$ cat config.mk
export PLATFORM = sky130hd
export DESIGN_NAME = busy_err_combiner
export DESIGN_NICKNAME = d
export VERILOG_FILES = /design/src/rtl/busy_agg_pkg.sv /design/src/rtl/ret_mask_or.sv /design/src/rtl/err_reset_fsm.sv /design/src/rtl/int_busy_timer.sv /design/src/rtl/busy_err_combiner.sv
export SDC_FILE = /design/constraint.sdc
export NUM_CORES = 1
export LEC_CHECK = 0
export BUFFER_PORTS_ARGS = -buffer_cell sky130_fd_sc_hd__buf_2
export CAP_MARGIN = 20
export CORE_UTILIZATION = 35
export CTS_CLUSTER_SIZE = 24
export DETAILED_ROUTE_END_ITERATION = 10
export GPL_ROUTABILITY_DRIVEN = 0
export GPL_TIMING_DRIVEN = 0
export PLACE_DENSITY = 0.72
export SYNTH_ARGS = -nofsm -noshare
export SYNTH_HDL_FRONTEND = slang
export SYNTH_SLANG_ARGS = --single-unit
$ cat constraint.sdc
create_clock -name clk -period 1.75 [get_ports clk]
set_input_delay 0.0875 -clock clk [delete_from_list [all_inputs] [get_ports clk]]
set_output_delay 0.0875 -clock clk [all_outputs]
set_load 0.01 [all_outputs]
$ cat src/rtl/busy_agg_pkg.sv
package busy_agg_pkg;
  typedef enum logic [1:0] {
    ERR_IDLE  = 2'd0,
    ERR_HOLD  = 2'd1,
    ERR_PULSE = 2'd2
  } err_state_e;

  localparam int unsigned GROUPS = 3;
  localparam int unsigned G_BUSY = 0;
  localparam int unsigned G_RREQ = 1;
  localparam int unsigned G_FERR = 2;
endpackage

$ cat src/rtl/ret_mask_or.sv
module ret_mask_or #(
  parameter int unsigned N = 5
) (
  input  logic         clk,
  input  logic         rst_n,
  input  logic [N-1:0] ret_in,
  input  logic [N-1:0] keep,
  output logic         any_hit
);
  logic [N-1:0] ret_q;

  function automatic logic masked_any(input logic [N-1:0] v, input logic [N-1:0] en);
    return |(v & en);
  endfunction

  always_ff @(posedge clk or negedge rst_n) begin
    if (!rst_n) ret_q <= '0;
    else        ret_q <= ret_in;
  end

  assign any_hit = masked_any(ret_q, keep);


  cap_lat_chk: assert property (@(posedge clk) disable iff (!rst_n)
    (ret_in == '0) |=> (ret_q == '0));
endmodule

$ cat src/rtl/err_reset_fsm.sv
module err_reset_fsm
  import busy_agg_pkg::*;
(
  input  logic clk,
  input  logic rst_n,
  input  logic rreq_any,
  input  logic accept,
  output logic err_busy,
  output logic fe_reset
);
  err_state_e state, state_nx;

  always_comb begin
    state_nx = state;
    unique case (state)
      ERR_IDLE:  if (rreq_any && accept) state_nx = ERR_HOLD;
      ERR_HOLD:  if (!rreq_any)          state_nx = ERR_PULSE;
      ERR_PULSE:                         state_nx = ERR_IDLE;
      default:                           state_nx = ERR_IDLE;
    endcase
  end

  always_ff @(posedge clk or negedge rst_n) begin
    if (!rst_n) state <= ERR_IDLE;
    else        state <= state_nx;
  end

  assign err_busy = (state != ERR_IDLE);
  assign fe_reset = (state == ERR_PULSE);


  err_rise_chk: assert property (@(posedge clk) disable iff (!rst_n)
    $rose(err_busy) |-> $past(accept && rreq_any));

  err_hold_chk: assert property (@(posedge clk) disable iff (!rst_n)
    (err_busy && !fe_reset && rreq_any) |=> err_busy);

  rst_pulse_chk: assert property (@(posedge clk) disable iff (!rst_n)
    fe_reset |=> (!fe_reset && !err_busy));
endmodule

$ cat src/rtl/int_busy_timer.sv
module int_busy_timer #(
  parameter int unsigned LEN = 16
) (
  input  logic clk,
  input  logic rst_n,
  input  logic accept,
  output logic busy
);
  localparam int unsigned CW = $clog2(LEN + 1);
  logic [CW-1:0] cnt;

  function automatic logic [CW-1:0] next_count(input logic acc, input logic [CW-1:0] c);
    if (acc)          return CW'(LEN);
    else if (c != '0) return c - CW'(1);
    else              return '0;
  endfunction

  always_ff @(posedge clk or negedge rst_n) begin
    if (!rst_n) cnt <= '0;
    else        cnt <= next_count(accept, cnt);
  end

  assign busy = (cnt != '0);


  int_load_chk: assert property (@(posedge clk) disable iff (!rst_n)
    accept |=> (busy && cnt == CW'(LEN)));

  int_dec_chk: assert property (@(posedge clk) disable iff (!rst_n)
    (busy && !accept) |=> (cnt == $past(cnt) - CW'(1)));
endmodule

$ cat src/rtl/busy_err_combiner.sv
module busy_err_combiner
  import busy_agg_pkg::*;
#(
  parameter int unsigned NUM_MOD = 5,
  parameter int unsigned WIN_LEN = 16
) (
  input  logic               clk,
  input  logic               rst_n,
  input  logic               local_mode,
  input  logic               accept,
  input  logic               trigger,
  input  logic               cal_busy,
  input  logic               sw_busy,
  input  logic               sw_ferr,
  input  logic               test_en,
  input  logic               test_clr,
  input  logic [NUM_MOD-1:0] ret_busy,
  input  logic [NUM_MOD-1:0] ret_rreq,
  input  logic [NUM_MOD-1:0] ret_ferr,
  input  logic [NUM_MOD-1:0] keep_busy,
  input  logic [NUM_MOD-1:0] keep_rreq,
  input  logic [NUM_MOD-1:0] keep_ferr,
  output logic               busy_out,
  output logic               ferr_out,
  output logic               err_irq,
  output logic               fe_reset,
  output logic               err_busy,
  output logic               test_busy
);
  logic [GROUPS-1:0][NUM_MOD-1:0] grp_in, grp_keep;
  logic [GROUPS-1:0]              grp_any;
  logic                           win_busy;

  assign grp_in[G_BUSY]   = ret_busy;
  assign grp_in[G_RREQ]   = ret_rreq;
  assign grp_in[G_FERR]   = ret_ferr;
  assign grp_keep[G_BUSY] = keep_busy;
  assign grp_keep[G_RREQ] = keep_rreq;
  assign grp_keep[G_FERR] = keep_ferr;

  for (genvar g = 0; g < GROUPS; g++) begin : g_grp
    ret_mask_or #(.N(NUM_MOD)) i_mask (
      .clk     (clk),
      .rst_n   (rst_n),
      .ret_in  (grp_in[g]),
      .keep    (grp_keep[g]),
      .any_hit (grp_any[g])
    );
  end

  err_reset_fsm i_fsm (
    .clk      (clk),
    .rst_n    (rst_n),
    .rreq_any (grp_any[G_RREQ]),
    .accept   (accept),
    .err_busy (err_busy),
    .fe_reset (fe_reset)
  );

  int_busy_timer #(.LEN(WIN_LEN)) i_win (
    .clk    (clk),
    .rst_n  (rst_n),
    .accept (accept),
    .busy   (win_busy)
  );

  always_ff @(posedge clk or negedge rst_n) begin
    if (!rst_n)                   test_busy <= 1'b0;
    else if (test_clr)            test_busy <= 1'b0;
    else if (trigger && test_en)  test_busy <= 1'b1;
  end

  assign err_irq  = grp_any[G_RREQ];
  assign ferr_out = grp_any[G_FERR] | sw_ferr;
  assign busy_out = local_mode | err_busy | grp_any[G_BUSY] | win_busy
                  | cal_busy | test_busy | sw_busy;


  local_busy_chk: assert property (@(posedge clk) disable iff (!rst_n)
    local_mode |-> busy_out);

  sw_ferr_chk: assert property (@(posedge clk) disable iff (!rst_n)
    sw_ferr |-> ferr_out);

  test_clr_chk: assert property (@(posedge clk) disable iff (!rst_n)
    test_clr |=> !test_busy);

  test_keep_chk: assert property (@(posedge clk) disable iff (!rst_n)
    (!test_en && !test_clr) |=> (test_busy == $past(test_busy)));

  win_busy_chk: assert property (@(posedge clk) disable iff (!rst_n)
    win_busy |-> busy_out);
endmodule

== Word level (Yosys, flattened, before mapping) ==
Index checks and enable logic that the tools add are counted.

* Add/sub/neg operators: 1
* Eq/ne operators: 4
* Mux-type cells: 7
* Bitwise logic cells: 10
* Reductions and logical operators: 10

{| class="wikitable"
|+ Operators by type and width
! cell !! count
|-
| AND 5 bit || 3
|-
| OR reduction 5 bit || 3
|-
| 2-to-1 mux 5 bit || 2
|-
| bitwise OR 1 bit || 7
|-
| nonzero test 5 bit || 1
|-
| subtractor 5 x 1 -> 5 bit, second input constant || 1
|-
| 2-to-1 mux 2 bit || 2
|-
| one-hot mux 2 bit (2 select lines) || 1
|-
| nonzero test 2 bit || 2
|-
| equality test 2 x 1 -> 1 bit, second input constant || 1
|-
| equality test 2 bit, second input constant || 1
|-
| logical AND 1 bit || 2
|-
| logical NOT 2 bit || 1
|-
| 2-to-1 mux 1 bit || 2
|-
| inequality test 2 x 1 -> 1 bit, second input constant || 1
|-
| inequality test 2 bit, second input constant || 1
|-
| AND reduction 2 bit || 1
|}

* Register bits: 23
* Output and inout port bits: 6

== Logic depth before layout (Yosys ltp) ==
* Word-level depth: 7
* Depth in mapped cells: 5
* Gate-level depth less buffers: 5

== Modules after synthesis ==
Synthesis repeated with hierarchy kept, for this count alone.

* Cell total of the unflattened synthesis: 57
* Area total of the unflattened synthesis: 808.3 um^2

{| class="wikitable"
|+ By module, submodules not included
! module !! times used !! cells each !! area each (um^2) !! sequential area each (um^2)
|-
| ret_mask_or || 3 || 8 || 146.4 || 125.1
|-
| int_busy_timer || 1 || 19 || 220.2 || 125.1
|-
| err_reset_fsm || 1 || 7 || 93.8 || 50.0
|-
| busy_err_combiner || 1 || 7 || 55.1 || 25.0
|}

== Least setup slack after synthesis ==
Ideal clock, no wire load.

* Path type: reg-to-output
* From: reg i_win.cnt[0]
* To: out busy_out
* Arrival: 1.160 ns
* Path slack: 0.502 ns
* Stages on the path, launching flop included: 6
* Path buffers: 0
* Cells stage by stage: dfrtp_1 > inv_1 > ha_1 > nor4b_2 > nand4_1 > a211o_1

* Word-level cells in the longest chain between the ends: 5

{| class="wikitable"
|+ Ends and longest elaborated chain
! item !! line !! source
|-
| start, declared || int_busy_timer.sv:10 || <nowiki>logic [CW-1:0] cnt;</nowiki>
|-
| start signal, assigned || int_busy_timer.sv:20 || <nowiki>else cnt <= next_count(accept, cnt);</nowiki>
|-
| nonzero test 5 bit || int_busy_timer.sv:23 || <nowiki>assign busy = (cnt != '0);</nowiki>
|-
| bitwise OR 1 bit || busy_err_combiner.sv:75 || <nowiki>assign busy_out = local_mode | err_busy | grp_any[G_BUSY] | win_busy</nowiki>
|-
| bitwise OR 1 bit (3 in series) || busy_err_combiner.sv:76 || <nowiki>| cal_busy | test_busy | sw_busy;</nowiki>
|-
| end, declared || busy_err_combiner.sv:23 || <nowiki>output logic busy_out,</nowiki>
|}

Every way passes these cells.

== Final worst setup path ==
Ends and elaborated chain as after synthesis.

==> run metrics <==
Post-Syn Area per Cell between 10 and 15 µm²; mux contribution to synthesized area 0%; Synth cell types 21; Cell Int Power 879.7 µW; R2R setup slack slightly below 0.5 ns; Initial Util 38.83%; Routed Wire Length approximately 2000 µm; fill count 173; async set-or-reset flop fraction in the synthesized netlist 100.0%; top-area cell type share of the netlist area a little under three quarters; simple-gate share of the synthesized area 13.28%; clock share of power roughly 19%; worst slew pin tran approximately 0.50 ns; final setup vio count 0; Die Ht roughly 50 µm; core footprint ~2100 µm²; Cells after Synth 56; CTS tree done; CTS Buf Count 3; R2R depth 4; Synth area leader dfrtp_1; htree depth 1; CTS sink cnt 23; DP Area about 1100 µm²; most common cell in the netlist dfrtp_1; Synth Area in Compound Gates between 10% and 20%; average wire per standard cell 13.04 µm; Slew HR between 60% and 70%; clk_skew about 0.0014 ns; Synth Area in Adders 1.563%; latest clock arrival within the worst-skew pair approximately 0.3 ns; sequential area share after synthesis between 70 and 80%; CP Cell Sequence inv_2, ha_4, nor4b_4, nand4_1, a211o_1, buf_2; Main synth FF type dfrtp_1; multi-input logic area around 240 µm²; maximum net fanout on the critical path 3; Critical Path Start Type register; WP data required 1.66 ns; fin nets approximately 170; WS Path Type register to output port; clock buffer depth 2; Root Driver clkbuf_4; drt via density 4.507; combinational fraction of design power approximately a quarter; Reg area 575.6 µm²; GRT Residual Overflow 0; post-synthesis instance area ~800 µm²; Fmax 591.1 MHz; Synth Area in XOR/XNOR 2.188%; Layout Utilization between 60% and 70%; Critical Path Start i_win.cnt[0]$_DFF_PN0_; endpoints failing hold 0; Leakage between 0.0006 and 0.0007 µW; antenna viol nets, final 0; TritonRoute pass-1 iters 4; maximum capacitance violations 0; largest family of logic cells by synthesized area simple AND/OR/NAND/NOR gates; vias in the first global route between 600 and 700; Clock transition at path regs 0.12 ns; Hold WC Path Type primary input to register; first-pass GRT wire length approximately 2900 µm; number of synthesized flops with an enable pin 0; WHS Endpoint test_busy$_DFFE_PN0P_; Final Cell Area 1303 µm²; switching share of power around 28%; r2r startpoint i_win.cnt[0]$_DFF_PN0_; fin crit share a little over nine tenths; hold path depth 3; Syn. warnings 0; dpl hpwl 1275 µm; ant diodes 0; Reg2Reg Capture Point i_win.cnt[4]$_DFF_PN0_; via count about 690; ranking of synthesized cells by area dfrtp_1 72%, a22oi_1 4.7%, nor2_1 2.8%; fin. max-slew vios 0; Worst EP arrival between 1.5 and 2 ns; CP max stage delay roughly 0.4 ns; Port Buffer Count 45; initial antenna violation count 0; num ports 46; Reg power frac between 50% and 60%; layout overhead on the synthesized area 62.66%; minimum clock period around 1.7 ns; Psw between 300 and 400 µW; RSZ-0062 raised after global routing yes; top cells by count, synth 23 x dfrtp_1, 6 x nor2_1, 5 x a22oi_1; initial drt markers 9; Mapped Nets just under 100; slowest CP cell dfrtp_1; width of the die between 40 and 50 µm; status finished clean; Critical Path End Type output port; Worst VDD drop 0.0006088 V; Hold Startpoint test_en; layout cell share with drive strength beyond 1 a little under half; num rows 16; die area 2483 µm²; total track usage ~16%; largest net degree at the start of global routing 24; Synth Register Bits 23; PwrDens just over 900 nW/µm²; DRC Markers 0
==> metal layers <==
metal | GRT usage (%) | vias up | wire length, µm
met5 | 0 | - | 0
met2 | 30.18 | 28 | 1082
met1 | 18.20 | 317 | 795
met3 | 3.086 | 2 | 79
met4 | 5.714 | 0 | 23
li1 | - | 338 | -
==> logic make-up after synthesis <==
family / after synthesis
AND/OR/NAND/NOR: 17
XOR/XNOR: 2
buffers and inverters: 2
flip-flops: 23
AO/OA/AOI/OAI: 11
adder cells (fa/ha/maj): 1
==> cells in the final DEF, fill, tap and decap left out, drive strengths merged, types with 2 or more instances in the layout <==
| master | instances |
|---|---|
| inv | 2 |
| xnor2 | 2 |
| buf | 47 |
| clkbuf | 4 |
| or2 | 2 |
| nor2 | 6 |
| a22oi | 5 |
| dfrtp | 23 |
| a21oi | 2 |
| dlygate4sd3 | 18 |
==> worst max path at each step <==
stage	end	slack, ns	cells after the start
final	busy_out	0.06	6
after global routing	busy_out	-0.04	6
after CTS	busy_out	0.002	6
after detailed placement	busy_out	0.29	6
after global placement	busy_out	0.32	6
after floorplan	busy_out	0.50	5
==> through the flow <==
stage	std cells	TNS [ns]	total power (µW)	hold WS (ns)	setup WS [ns]
floorplan	56	0	794.1	-0.2081	0.5022
global route	152	-0.04094	1292	0.04529	-0.04094
finish	152	0	1214	0.03862	0.05828
global placement	128	0	873.6	0.07641	0.3206
detailed placement	128	0	894.9	0.08103	0.2942
CTS	151	0	1186	0.03298	0.002248
==> worst max-delay path, delay by kind of cell, from the launching register on <==
kind	cells	cell delay, ns
buffers and inverters	2	0.22
flip-flops	1	0.41
AND/OR/NAND/NOR	2	0.30
adder cells (fa/ha/maj)	1	0.15
AO/OA/AOI/OAI	1	0.23
==> area by class of cell <==
| class | instances | share of cell area [%] |
|---|---|---|
| Tap cell | 27 | 2.594 |
| Sequential cell | 23 | 44.19 |
| Timing Repair Buffer | 65 | 32.28 |
| Inverter | 2 | 0.5764 |
| Multi-Input combinational cell | 31 | 18.35 |
| Clock buffer | 4 | 2.017 |
==> state kept, by name, indices dropped and copies added, names as in the netlist <==
name / flops
i_fsm.state: 2
test_busy: 1
i_win.cnt: 5
g_grp.i_mask.ret_q: 15
==> what timing repair did <==
item                                    CTS  global route
hold endpoints to repair                 40             0
setup buffers                             1             1
gates resized for setup                   2             3
cloned                                    0             0
hold buffers                             18             0
endpoints found under the setup margin    1             1
==> power by group through the flow <==
stage | registers [µW] | clock network (µW) | logic [µW]
after floorplan | 650 | 0 | 144
after global placement | 656 | 0 | 218
after detailed placement | 663 | 0 | 232
after CTS | 659 | 242 | 285
after global routing | 676 | 263 | 354
final | 662 | 234 | 317
Note: power is estimated with default switching activity, not from simulation.
